==> config.mk <==
export PLATFORM = sky130hd
export DESIGN_NAME = commit_thread_sel
export DESIGN_NICKNAME = d
export VERILOG_FILES = /design/src/rtl/cts_pkg.sv /design/src/rtl/cts_low_pick.sv /design/src/rtl/cts_rot_pick.sv /design/src/rtl/cts_age_pick.sv /design/src/rtl/commit_thread_sel.sv
export SDC_FILE = /design/constraint.sdc
export NUM_CORES = 1
export LEC_CHECK = 0
export ABC_CLOCK_PERIOD_IN_PS = 8600
export CORE_AREA = 2 2 68 64
export CTS_BUF_LIST = sky130_fd_sc_hd__clkbuf_8
export DETAILED_ROUTE_END_ITERATION = 6
export DIE_AREA = 0 0 70 66
export DONT_BUFFER_PORTS = 1
export PLACE_DENSITY = 0.74
export SYNTH_ARGS = -nofsm -noshare
export SYNTH_HDL_FRONTEND = slang
export SYNTH_SLANG_ARGS = --single-unit
==> constraint.sdc <==
create_clock -name clk -period 8.6 [get_ports clk]
set_input_delay 1.29 -clock clk [delete_from_list [all_inputs] [get_ports clk]]
set_output_delay 1.29 -clock clk [all_outputs]
set_load 0.02 [all_outputs]
==> src/rtl/cts_pkg.sv <==
package cts_pkg;
    typedef enum logic [1:0] {
        POL_GREEDY = 2'b00,
        POL_ROTATE = 2'b01,
        POL_AGE    = 2'b10,
        POL_SPARE  = 2'b11
    } pol_e;

    typedef enum logic [0:0] {
        ST_SEEK = 1'b0,
        ST_HOLD = 1'b1
    } hold_st_e;
endpackage

==> src/rtl/cts_low_pick.sv <==
module cts_low_pick #(
    parameter int N  = 4,
    localparam int IW = (N > 1) ? $clog2(N) : 1
) (
    input  logic [N-1:0]  req,
    output logic          found,
    output logic [IW-1:0] idx
);
    // Walk from the top down so the lowest set index is written last.
    always_comb begin
        found = 1'b0;
        idx   = '0;
        for (int i = N - 1; i >= 0; i--) begin
            if (req[i]) begin
                found = 1'b1;
                idx   = IW'(i);
            end
        end
    end
endmodule

==> src/rtl/cts_rot_pick.sv <==
module cts_rot_pick #(
    parameter int N  = 4,
    localparam int IW = (N > 1) ? $clog2(N) : 1
) (
    input  logic [N-1:0]  req,
    input  logic [IW-1:0] ptr,
    output logic          found,
    output logic [IW-1:0] idx
);
    logic [IW:0] pos;

    // Scan N positions starting at ptr, wrapping past the top thread.
    always_comb begin
        found = 1'b0;
        idx   = '0;
        pos   = '0;
        for (int k = 0; k < N; k++) begin
            pos = {1'b0, ptr} + (IW + 1)'(k);
            if (pos >= (IW + 1)'(N)) begin
                pos = pos - (IW + 1)'(N);
            end
            if (!found && req[pos[IW-1:0]]) begin
                found = 1'b1;
                idx   = pos[IW-1:0];
            end
        end
    end
endmodule

==> src/rtl/cts_age_pick.sv <==
module cts_age_pick #(
    parameter int N    = 4,
    parameter int SEQW = 16,
    localparam int IW  = (N > 1) ? $clog2(N) : 1
) (
    input  logic [N-1:0]      req,
    input  logic [N*SEQW-1:0] seq,
    output logic              found,
    output logic [IW-1:0]     idx
);
    logic [SEQW-1:0] best;

    // Strict less-than keeps the earlier (lower) thread on a tie.
    always_comb begin
        found = 1'b0;
        idx   = '0;
        best  = '0;
        for (int i = 0; i < N; i++) begin
            if (req[i] && (!found || seq[i*SEQW +: SEQW] < best)) begin
                found = 1'b1;
                idx   = IW'(i);
                best  = seq[i*SEQW +: SEQW];
            end
        end
    end
endmodule

==> src/rtl/commit_thread_sel.sv <==
module commit_thread_sel
    import cts_pkg::*;
#(
    parameter int NTHR = 4,
    parameter int SEQW = 16,
    localparam int TIDW = (NTHR > 1) ? $clog2(NTHR) : 1
) (
    input  logic                 clk,
    input  logic                 rst_n,
    input  logic                 single_mode,
    input  logic [1:0]           policy,
    input  logic [NTHR-1:0]      act_mask,
    input  logic [NTHR-1:0]      head_rdy,
    input  logic [NTHR*SEQW-1:0] head_seq,
    output logic [TIDW-1:0]      sel_tid,
    output logic                 sel_vld
);
    localparam logic [TIDW-1:0] LAST_TID = TIDW'(NTHR - 1);

    pol_e            pol;
    hold_st_e        st_q, st_d;
    logic [TIDW-1:0] hold_q, hold_d;
    logic [TIDW-1:0] rr_q, rr_d;
    logic [NTHR-1:0] elig;
    logic            hold_ok;

    logic            lo_f, rr_f, ag_f;
    logic [TIDW-1:0] lo_i, rr_i, ag_i;

    assign pol     = pol_e'(policy);
    assign elig    = act_mask & head_rdy;
    assign hold_ok = (st_q == ST_HOLD) && elig[hold_q];

    cts_low_pick #(.N(NTHR)) u_low (
        .req(elig), .found(lo_f), .idx(lo_i)
    );

    cts_rot_pick #(.N(NTHR)) u_rot (
        .req(elig), .ptr(rr_q), .found(rr_f), .idx(rr_i)
    );

    cts_age_pick #(.N(NTHR), .SEQW(SEQW)) u_age (
        .req(elig), .seq(head_seq), .found(ag_f), .idx(ag_i)
    );

    // Output process: grant for the current cycle.
    always_comb begin
        sel_tid = '0;
        sel_vld = 1'b0;
        if (single_mode) begin
            sel_vld = elig[0];
        end else begin
            unique case (pol)
                POL_GREEDY, POL_SPARE: begin
                    if (hold_ok) begin
                        sel_tid = hold_q;
                        sel_vld = 1'b1;
                    end else begin
                        sel_tid = lo_i;
                        sel_vld = lo_f;
                    end
                end
                POL_ROTATE: begin
                    sel_tid = rr_i;
                    sel_vld = rr_f;
                end
                POL_AGE: begin
                    sel_tid = ag_i;
                    sel_vld = ag_f;
                end
                default: begin
                    sel_tid = '0;
                    sel_vld = 1'b0;
                end
            endcase
        end
    end

    // Next-state process: hold FSM and rotation pointer.
    always_comb begin
        st_d   = st_q;
        hold_d = hold_q;
        rr_d   = rr_q;
        if (!single_mode && pol == POL_ROTATE && sel_vld) begin
            rr_d = (sel_tid == LAST_TID) ? '0 : sel_tid + 1'b1;
        end
        unique case (st_q)
            ST_SEEK: begin
                if (!single_mode && (pol == POL_GREEDY || pol == POL_SPARE) && sel_vld) begin
                    st_d   = ST_HOLD;          // latch
                    hold_d = sel_tid;
                end else begin
                    st_d   = ST_SEEK;          // release (stay idle)
                end
            end
            ST_HOLD: begin
                if (single_mode || !(pol == POL_GREEDY || pol == POL_SPARE) || !sel_vld) begin
                    st_d   = ST_SEEK;          // release
                end else begin
                    st_d   = ST_HOLD;          // keep or retarget
                    hold_d = sel_tid;
                end
            end
            default: st_d = ST_SEEK;
        endcase
    end

    // State register process.
    always_ff @(posedge clk or negedge rst_n) begin
        if (!rst_n) begin
            st_q   <= ST_SEEK;
            hold_q <= '0;
            rr_q   <= '0;
        end else begin
            st_q   <= st_d;
            hold_q <= hold_d;
            rr_q   <= rr_d;
        end
    end

    // ---------------- assertions ----------------
    AST_VALID_ELIGIBLE: assert property (@(posedge clk) disable iff (!rst_n)
        (!single_mode && sel_vld) |-> (act_mask[sel_tid] && head_rdy[sel_tid]));

    AST_VALID_WHEN_ANY: assert property (@(posedge clk) disable iff (!rst_n)
        !single_mode |-> (sel_vld == (|(act_mask & head_rdy))));

    AST_SINGLE_T0: assert property (@(posedge clk) disable iff (!rst_n)
        single_mode |-> (sel_tid == '0 && sel_vld == (act_mask[0] & head_rdy[0])));

    AST_GREEDY_STICKY: assert property (@(posedge clk) disable iff (!rst_n)
        (!single_mode && policy == 2'b00 && sel_vld) ##1
        (!single_mode && policy == 2'b00 && act_mask[$past(sel_tid)] && head_rdy[$past(sel_tid)])
        |-> sel_tid == $past(sel_tid));

    AST_ROT_ADVANCE: assert property (@(posedge clk) disable iff (!rst_n)
        (!single_mode && pol == POL_ROTATE && sel_vld) |=>
        rr_q == (($past(sel_tid) == LAST_TID) ? '0 : $past(sel_tid) + 1'b1));

    AST_ROT_IDLE_STILL: assert property (@(posedge clk) disable iff (!rst_n)
        !sel_vld |=> $stable(rr_q));

    generate
        for (genvar g = 0; g < NTHR; g++) begin : g_age_chk
            AST_AGE_MIN: assert property (@(posedge clk) disable iff (!rst_n)
                (!single_mode && pol == POL_AGE && sel_vld && act_mask[g] && head_rdy[g])
                |-> (head_seq[sel_tid*SEQW +: SEQW] <= head_seq[g*SEQW +: SEQW]));
        end
    endgenerate
endmodule

==> results of run 1 <==
-- cells by family (layout without fill, tap and decap cells) --
| logic type | count (synthesis) | after routing | share of synthesized area, % |
|---|---|---|---|
| compound gates | 112 | 112 | 35.44 |
| simple gates | 108 | 109 | 25.15 |
| fa+ha+maj | 47 | 47 | 28.28 |
| buf+inv | 18 | 21 | 3.610 |
| flops | 5 | 5 | 6.017 |
| mux | 2 | 2 | 1.083 |
| xor+xnor | 1 | 1 | 0.4213 |
-- metal layers --
metal / up-vias / track usage [%]
li1: 1124 / -
met1: 995 / 30.75
met2: 75 / 40.48
met3: 12 / 3.354
met4: 0 / 8.413
met5: - / 0
-- placed cells by master (no fill, tap or decap), types with 7 or more instances in the layout --
cell and instances:
nor2b_1 15, nor2_1 9, ha_1 45, a21oi_1 25
buf_4 7, inv_1 7, a31oi_1 16, o21ai_0 30
nand2_1 55
-- layout make-up --
type / count / area, um2
multi-input cells: 271 / 1966
fillers: 385 / 1562
repair buffers: 11 / 128.9
flip-flops and latches: 5 / 125.1
well taps: 48 / 60.06
clock buffers: 3 / 41.29
inverters: 6 / 22.52
clock inverters: 1 / 3.754
-- synth_stat cells, types with 2 or more instances --
cell	number
nand2_1	55
ha_1	47
o21ai_0	32
a21oi_1	25
a31oi_1	21
nor2b_1	15
clkbuf_1	9
nor2_1	9
inv_1	6
dfrtp_1	5
nand3_1	5
nand4_1	5
o211ai_1	5
and2_1	4
nor3_1	4
a21o_1	3
a2111oi_0	2
a211oi_2	2
a22oi_1	2
and2b_2	2
and3_1	2
mux2_2	2
o21a_1	2
o21ai_1	2
o22a_1	2
o31ai_1	2
-- power by group through the flow --
stage	clock (uW)	combinational, uW	sequential, uW
global route	45.8	161	35.9
detailed placement	0	133	35.1
global placement	0	129	35.1
CTS	44.2	135	34.9
floorplan	0	109	31.5
finish	42.7	141	35.3
-- worst paths after layout --
check                            start    endpoint  slack (ns)
max                        act_mask[0]  sel_tid[0]        0.41
min                          hold_q[1]   hold_q[1]        0.57
max reg2reg                    rr_q[1]     rr_q[1]        6.50
min reg2reg                  hold_q[1]   hold_q[1]        0.57
max in group asynchronous        rst_n     rr_q[1]        7.77
min in group asynchronous        rst_n   hold_q[0]        0.76
-- metrics by stage --
| stage | hold slack, ns | instance area, um2 | setup WS (ns) | utilization, % |
|---|---|---|---|---|
| finish | 0.5667 | 2347 | 0.4073 | 60.05 |
| detailed placement | 0.5563 | 2192 | -0.1691 | 56.08 |
| global route | 0.5906 | 2347 | 0.02289 | 60.05 |
| CTS | 0.5679 | 2252 | 0.04714 | 57.62 |
| floorplan | 0.5263 | 2107 | 0.02202 | - |
| global placement | 0.5504 | 2192 | 0.02467 | 56.08 |
-- state kept, by name, summed over array words and instances (netlist names) --
name,count
hold_q,2
rr_q,2
st_q,1
-- what timing repair did --
action,4_1_cts,5_1_grt
cloned,0,2
gates resized for setup,3,12
endpoints found under the setup margin,2,2
hold buffers,0,0
buffers inserted,0,2
pin swaps,1,4
==> key figures, run 1 <==
Run status
  • Status: finished clean

Finish
  • P&R area growth vs syn: 12.88%
  • Antenna cell count: 0
  • Non-filler cells, final: 345
  • Share of layout cells above drive strength 1: 13.47%
  • Fin nets: about 420

Critical path
  • Critical path class: input pin to output pin
  • CP Capture Type: output pin
  • Slowest-stage cell, CP: a311oi_4
  • Cell family with most CP delay: compound AO/OA/AOI/OAI gates
  • Worst path bufs/invs: 2
  • Crit path DAT: between 6 and 7 ns
  • Crit path launch type: input pin
  • Required time worst endpoint: 7.31 ns
  • Levels on crit path: 26
  • CP most frequent cell: nand2_1
  • CP peak stage delay: 0.46 ns
  • Crit Path Max Fanout: 17
  • R2R cell count: 8

Pwr
  • Int Pwr: 123.1 uW
  • Gate power share: 64.4%
  • Switching power: 96.35 uW
  • LEAKAGE: roughly 0.00096 uW
  • Clock share of power: between 15 and 20%
  • Power share of the sequential group: ~16%
  • Power Total: 219.4 uW
  • Sw Ratio: 43.91%
  • Maximum VDD drop: 0.0001660 V
  • Pwr/cell area: 93.48 nW/um2

Global route
  • Number of global-route vias before repair: 2052
  • Initial antenna violation count: 0
  • GRT Total Usage: 23.76%
  • Grt ovf: 0
  • Largest net degree at the start of global routing: 34
  • Global-route wire length before repair: roughly 9000 um

Synth
  • Synth Net Count: 417
  • Primary FF master, synth: dfrtp_1
  • EDFF count, synth: 0
  • Seq/Total Area, Yosys: 6.017%
  • Synth top area share: 28.28%
  • Yosys cell types: 49
  • Fraction of registers with async set/reset: 100.0%
  • Largest cells by area after synthesis: ha_1, nand2_1, o21ai_0, a31oi_1, a21oi_1
  • Cell count after synthesis: 293
  • Synthesized area per cell: 7.097 um2
  • Yosys top cell by area: ha_1
  • Ys Warns: 0
  • Synth Cell Area: 2079 um2
  • FF+latch count, synth: 5

Floorplan
  • Die width: 70 um
  • Full die area: 4620 um2
  • Boundary pin count: 80
  • # rows: 22
  • Die H: 66 um
  • Initial Util: 53.20%
  • Core Region: 3909 um2

Clock tree
  • CTS Buffer Depth: 2
  • H-tree depth: 1
  • CTS tree: yes
  • Clock latency at the later pin of the worst-skew pair: 0.22 ns
  • Root Driver: clkbuf_8
  • Sinks on the clock net: 5
  • Num CTS Buffers: 3
  • CTS clock-pin slew for the worst setup and hold paths: 0.04 ns

Route
  • Top Layer Used: met4
  • DRC errors left: 0
  • WL final: 5770 um
  • Met2 routed WL: 2747 um
  • DR vias/cell: 6.394
  • First drt pass iteration count: 4
  • Wire length on met3: 420 um
  • WL/cell: 16.72 um
  • Post-route ant nets: 0
  • Met1 wire length: between 2000 and 2500 um
  • 1st-iter DRT viols: 96
  • Via count: 2206

STA
  • Maximum clock rate: 122.1 MHz
  • Min Clock Period, post-route: 8.193 ns
  • Worst Max-Slew Pin Slew: roughly 0.7 ns
  • RSZ-0062 raised after global routing: no
  • Setup violations, final: 0
  • Worst Skew: 0.003890 ns
  • Final period utilization: between 90% and 100%
  • Sum of negative setup slack: 0 ns
  • Max Slew Vio Count: 0
  • Rel. slew slack: 51.65%
  • Final Hold Fails: 0

Min path
  • Worst hold path stage count: 1
  • Hold Path Class: register to register

Placement
  • RD Place Congestion: 0.8514
  • Placed insts: 337
  • PortBufs: 0
  • DP HPWL: ~4800 um

Job
  • Max-cap viol count: 0
(Power assumes the default switching activity.)
==> run 2, diff against run 1 <==
Settings changed: CTS_BUF_LIST sky130_fd_sc_hd__clkbuf_8 to sky130_fd_sc_hd__clkbuf_16.
==> run 2 against run 1 <==
Sequential power about the same. Non-clock buffer count is the same. First-iteration DRC count grew 5.2%. Combinational power is essentially flat. Design area is 1.4% higher. Flip-flop and latch count stayed put. Core utilization increased by 0.86 points. Cell count is the same. Critical path depth is the same. Register-to-register slack about the same. Die area stayed put. Via count rose by 0.95%. Critical endpoint unchanged.
==> key figures, run 2 (synthesis gave the netlist of run 1 again) <==
Route
  • Post-route ant nets: 0
  • WL final: just under 6000 um
  • WL/cell: 16.89 um
  • DRC errors left: 0
  • DR vias/cell: around 6.5
  • 1st-iter DRT viols: 101
  • Via count: 2227
  • First drt pass iteration count: 4

Global route
  • Global-route wire length before repair: 9045 um
  • GRT Total Usage: 23.79%
  • Initial antenna violation count: 0
  • Largest net degree at the start of global routing: 34
  • Number of global-route vias before repair: 2063
  • Grt ovf: 0

Critical path
  • CP Capture Type: output pin
  • Cell family with most CP delay: compound AO/OA/AOI/OAI gates
  • Crit path launch type: input pin
  • CP peak stage delay: 0.46 ns
  • Critical path class: input pin to output pin
  • CP most frequent cell: nand2_1
  • Worst path bufs/invs: 2
  • Crit path DAT: 6.91 ns
  • Required time worst endpoint: 7.31 ns
  • Crit Path Max Fanout: 17
  • Slowest-stage cell, CP: a311oi_4

STA
  • Worst Max-Slew Pin Slew: ~0.72 ns
  • Worst Skew: 0.002887 ns
  • Max Slew Vio Count: 0
  • Rel. slew slack: 51.65%
  • Sum of negative setup slack: 0 ns
  • RSZ-0062 raised after global routing: no
  • Min Clock Period, post-route: slightly above 8 ns
  • Setup ws final: 0.3967 ns
  • Setup violations, final: 0
  • Maximum clock rate: roughly 120 MHz
  • Final Hold Fails: 0
  • Final period utilization: 95.39%

Clock tree
  • Num CTS Buffers: 3
  • CTS tree: yes
  • CTS clock-pin slew for the worst setup and hold paths: 0.03 ns
  • CTS Buffer Depth: 2
  • H-tree depth: 1
  • Hold-fix buffers, CTS: 0
  • Sinks on the clock net: 5
  • Root Driver: clkbuf_16
  • Clock latency at the later pin of the worst-skew pair: 0.23 ns

Job
  • Max-cap viol count: 0

Floorplan
  • Initial Util: 53.20%
  • # rows: 22
  • Core Region: 3909 um2
  • Die H: 66 um
  • Boundary pin count: 80
  • Die width: 70 um
  • Full die area: 4620 um2

Placement
  • RD Place Congestion: 0.8514
  • DP HPWL: 4779 um
  • Placement Setup Slack: -0.1691 ns
  • PortBufs: 0

Finish
  • Fill count: 383
  • P&R area growth vs syn: 14.50%
  • Largest regs: hold_q x2, rr_q x2, st_q x1
  • Most frequent cells in the layout: nand2_1, ha_1, o21ai_0
  • Antenna cell count: 0
  • Fin nets: approximately 420
  • Commonest non-fill, non-tap cell in the layout: nand2_1
  • Share of layout cells above drive strength 1: 13.47%

Pwr
  • Power Total: 252.2 uW
  • Pwr/cell area: 105.9 nW/um2
  • LEAKAGE: 0.0009725 uW
  • Maximum VDD drop: roughly 0.00014 V

Min path
  • Hold Path Class: register to register

Run status
  • Status: finished clean
[run 2: cell counts in the layout (fill, tap and decap cells not counted)]
No cell type changed its count.
[run 2: repair_timing]
item,4_1_cts,5_1_grt
buffers inserted,0,2
pin swaps,1,4
cloned,0,2
gates resized for setup,3,12
setup endpoints to repair,2,2
[run 2: layout make-up]
class	instances	area, um2	area share, %
clock buffer	3	75.07	3.153
clock inverter	1	3.754	0.1576
inverter	6	22.52	0.9459
multi-input combinational	271	1966	82.55
sequential	5	125.1	5.255
tap	48	60.06	2.522
timing repair buffer	11	128.9	5.413
[run 2: worst paths after layout]
kind | startpoint | end | slack [ns] | cells past startpoint
worst min register to register | hold_q[1] | hold_q[1] | 0.57 | 1
worst max register to register | rr_q[1] | rr_q[1] | 6.49 | 8
worst max-delay path | act_mask[0] | sel_tid[0] | 0.40 | 26
worst min-delay path | hold_q[1] | hold_q[1] | 0.57 | 1
max in group asynchronous | rst_n | rr_q[1] | 7.77 | 0
min in group asynchronous | rst_n | st_q | 0.76 | 0
[run 2: power by group]
part           leakage, uW  internal (uW)  switching [uW]
Clock            0.0000423           60.2            15.1
Sequential       0.0000615           28.1            6.98
Combinational     0.000869           64.3            77.5
[run 2: metal layers]
metal / share of wire (%) / track usage, % / routed length (um)
met5: 0 / 0 / 0
met3: 6.4 / 3.506 / 372
met1: 44 / 30.66 / 2556
met4: 1.8 / 7.692 / 106
met2: 48 / 40.95 / 2791
[run 2: metrics by stage]
stage               hold WS [ns]  cell area [um2]  std cells  util (%)
CTS                       0.5671             2286        341     58.48
floorplan                 0.5263             2107        293         -
global route              0.5895             2381        345     60.92
detailed placement        0.5563             2192        337     56.08
finish                    0.5673             2381        345     60.92
global placement          0.5504             2192        337     56.08
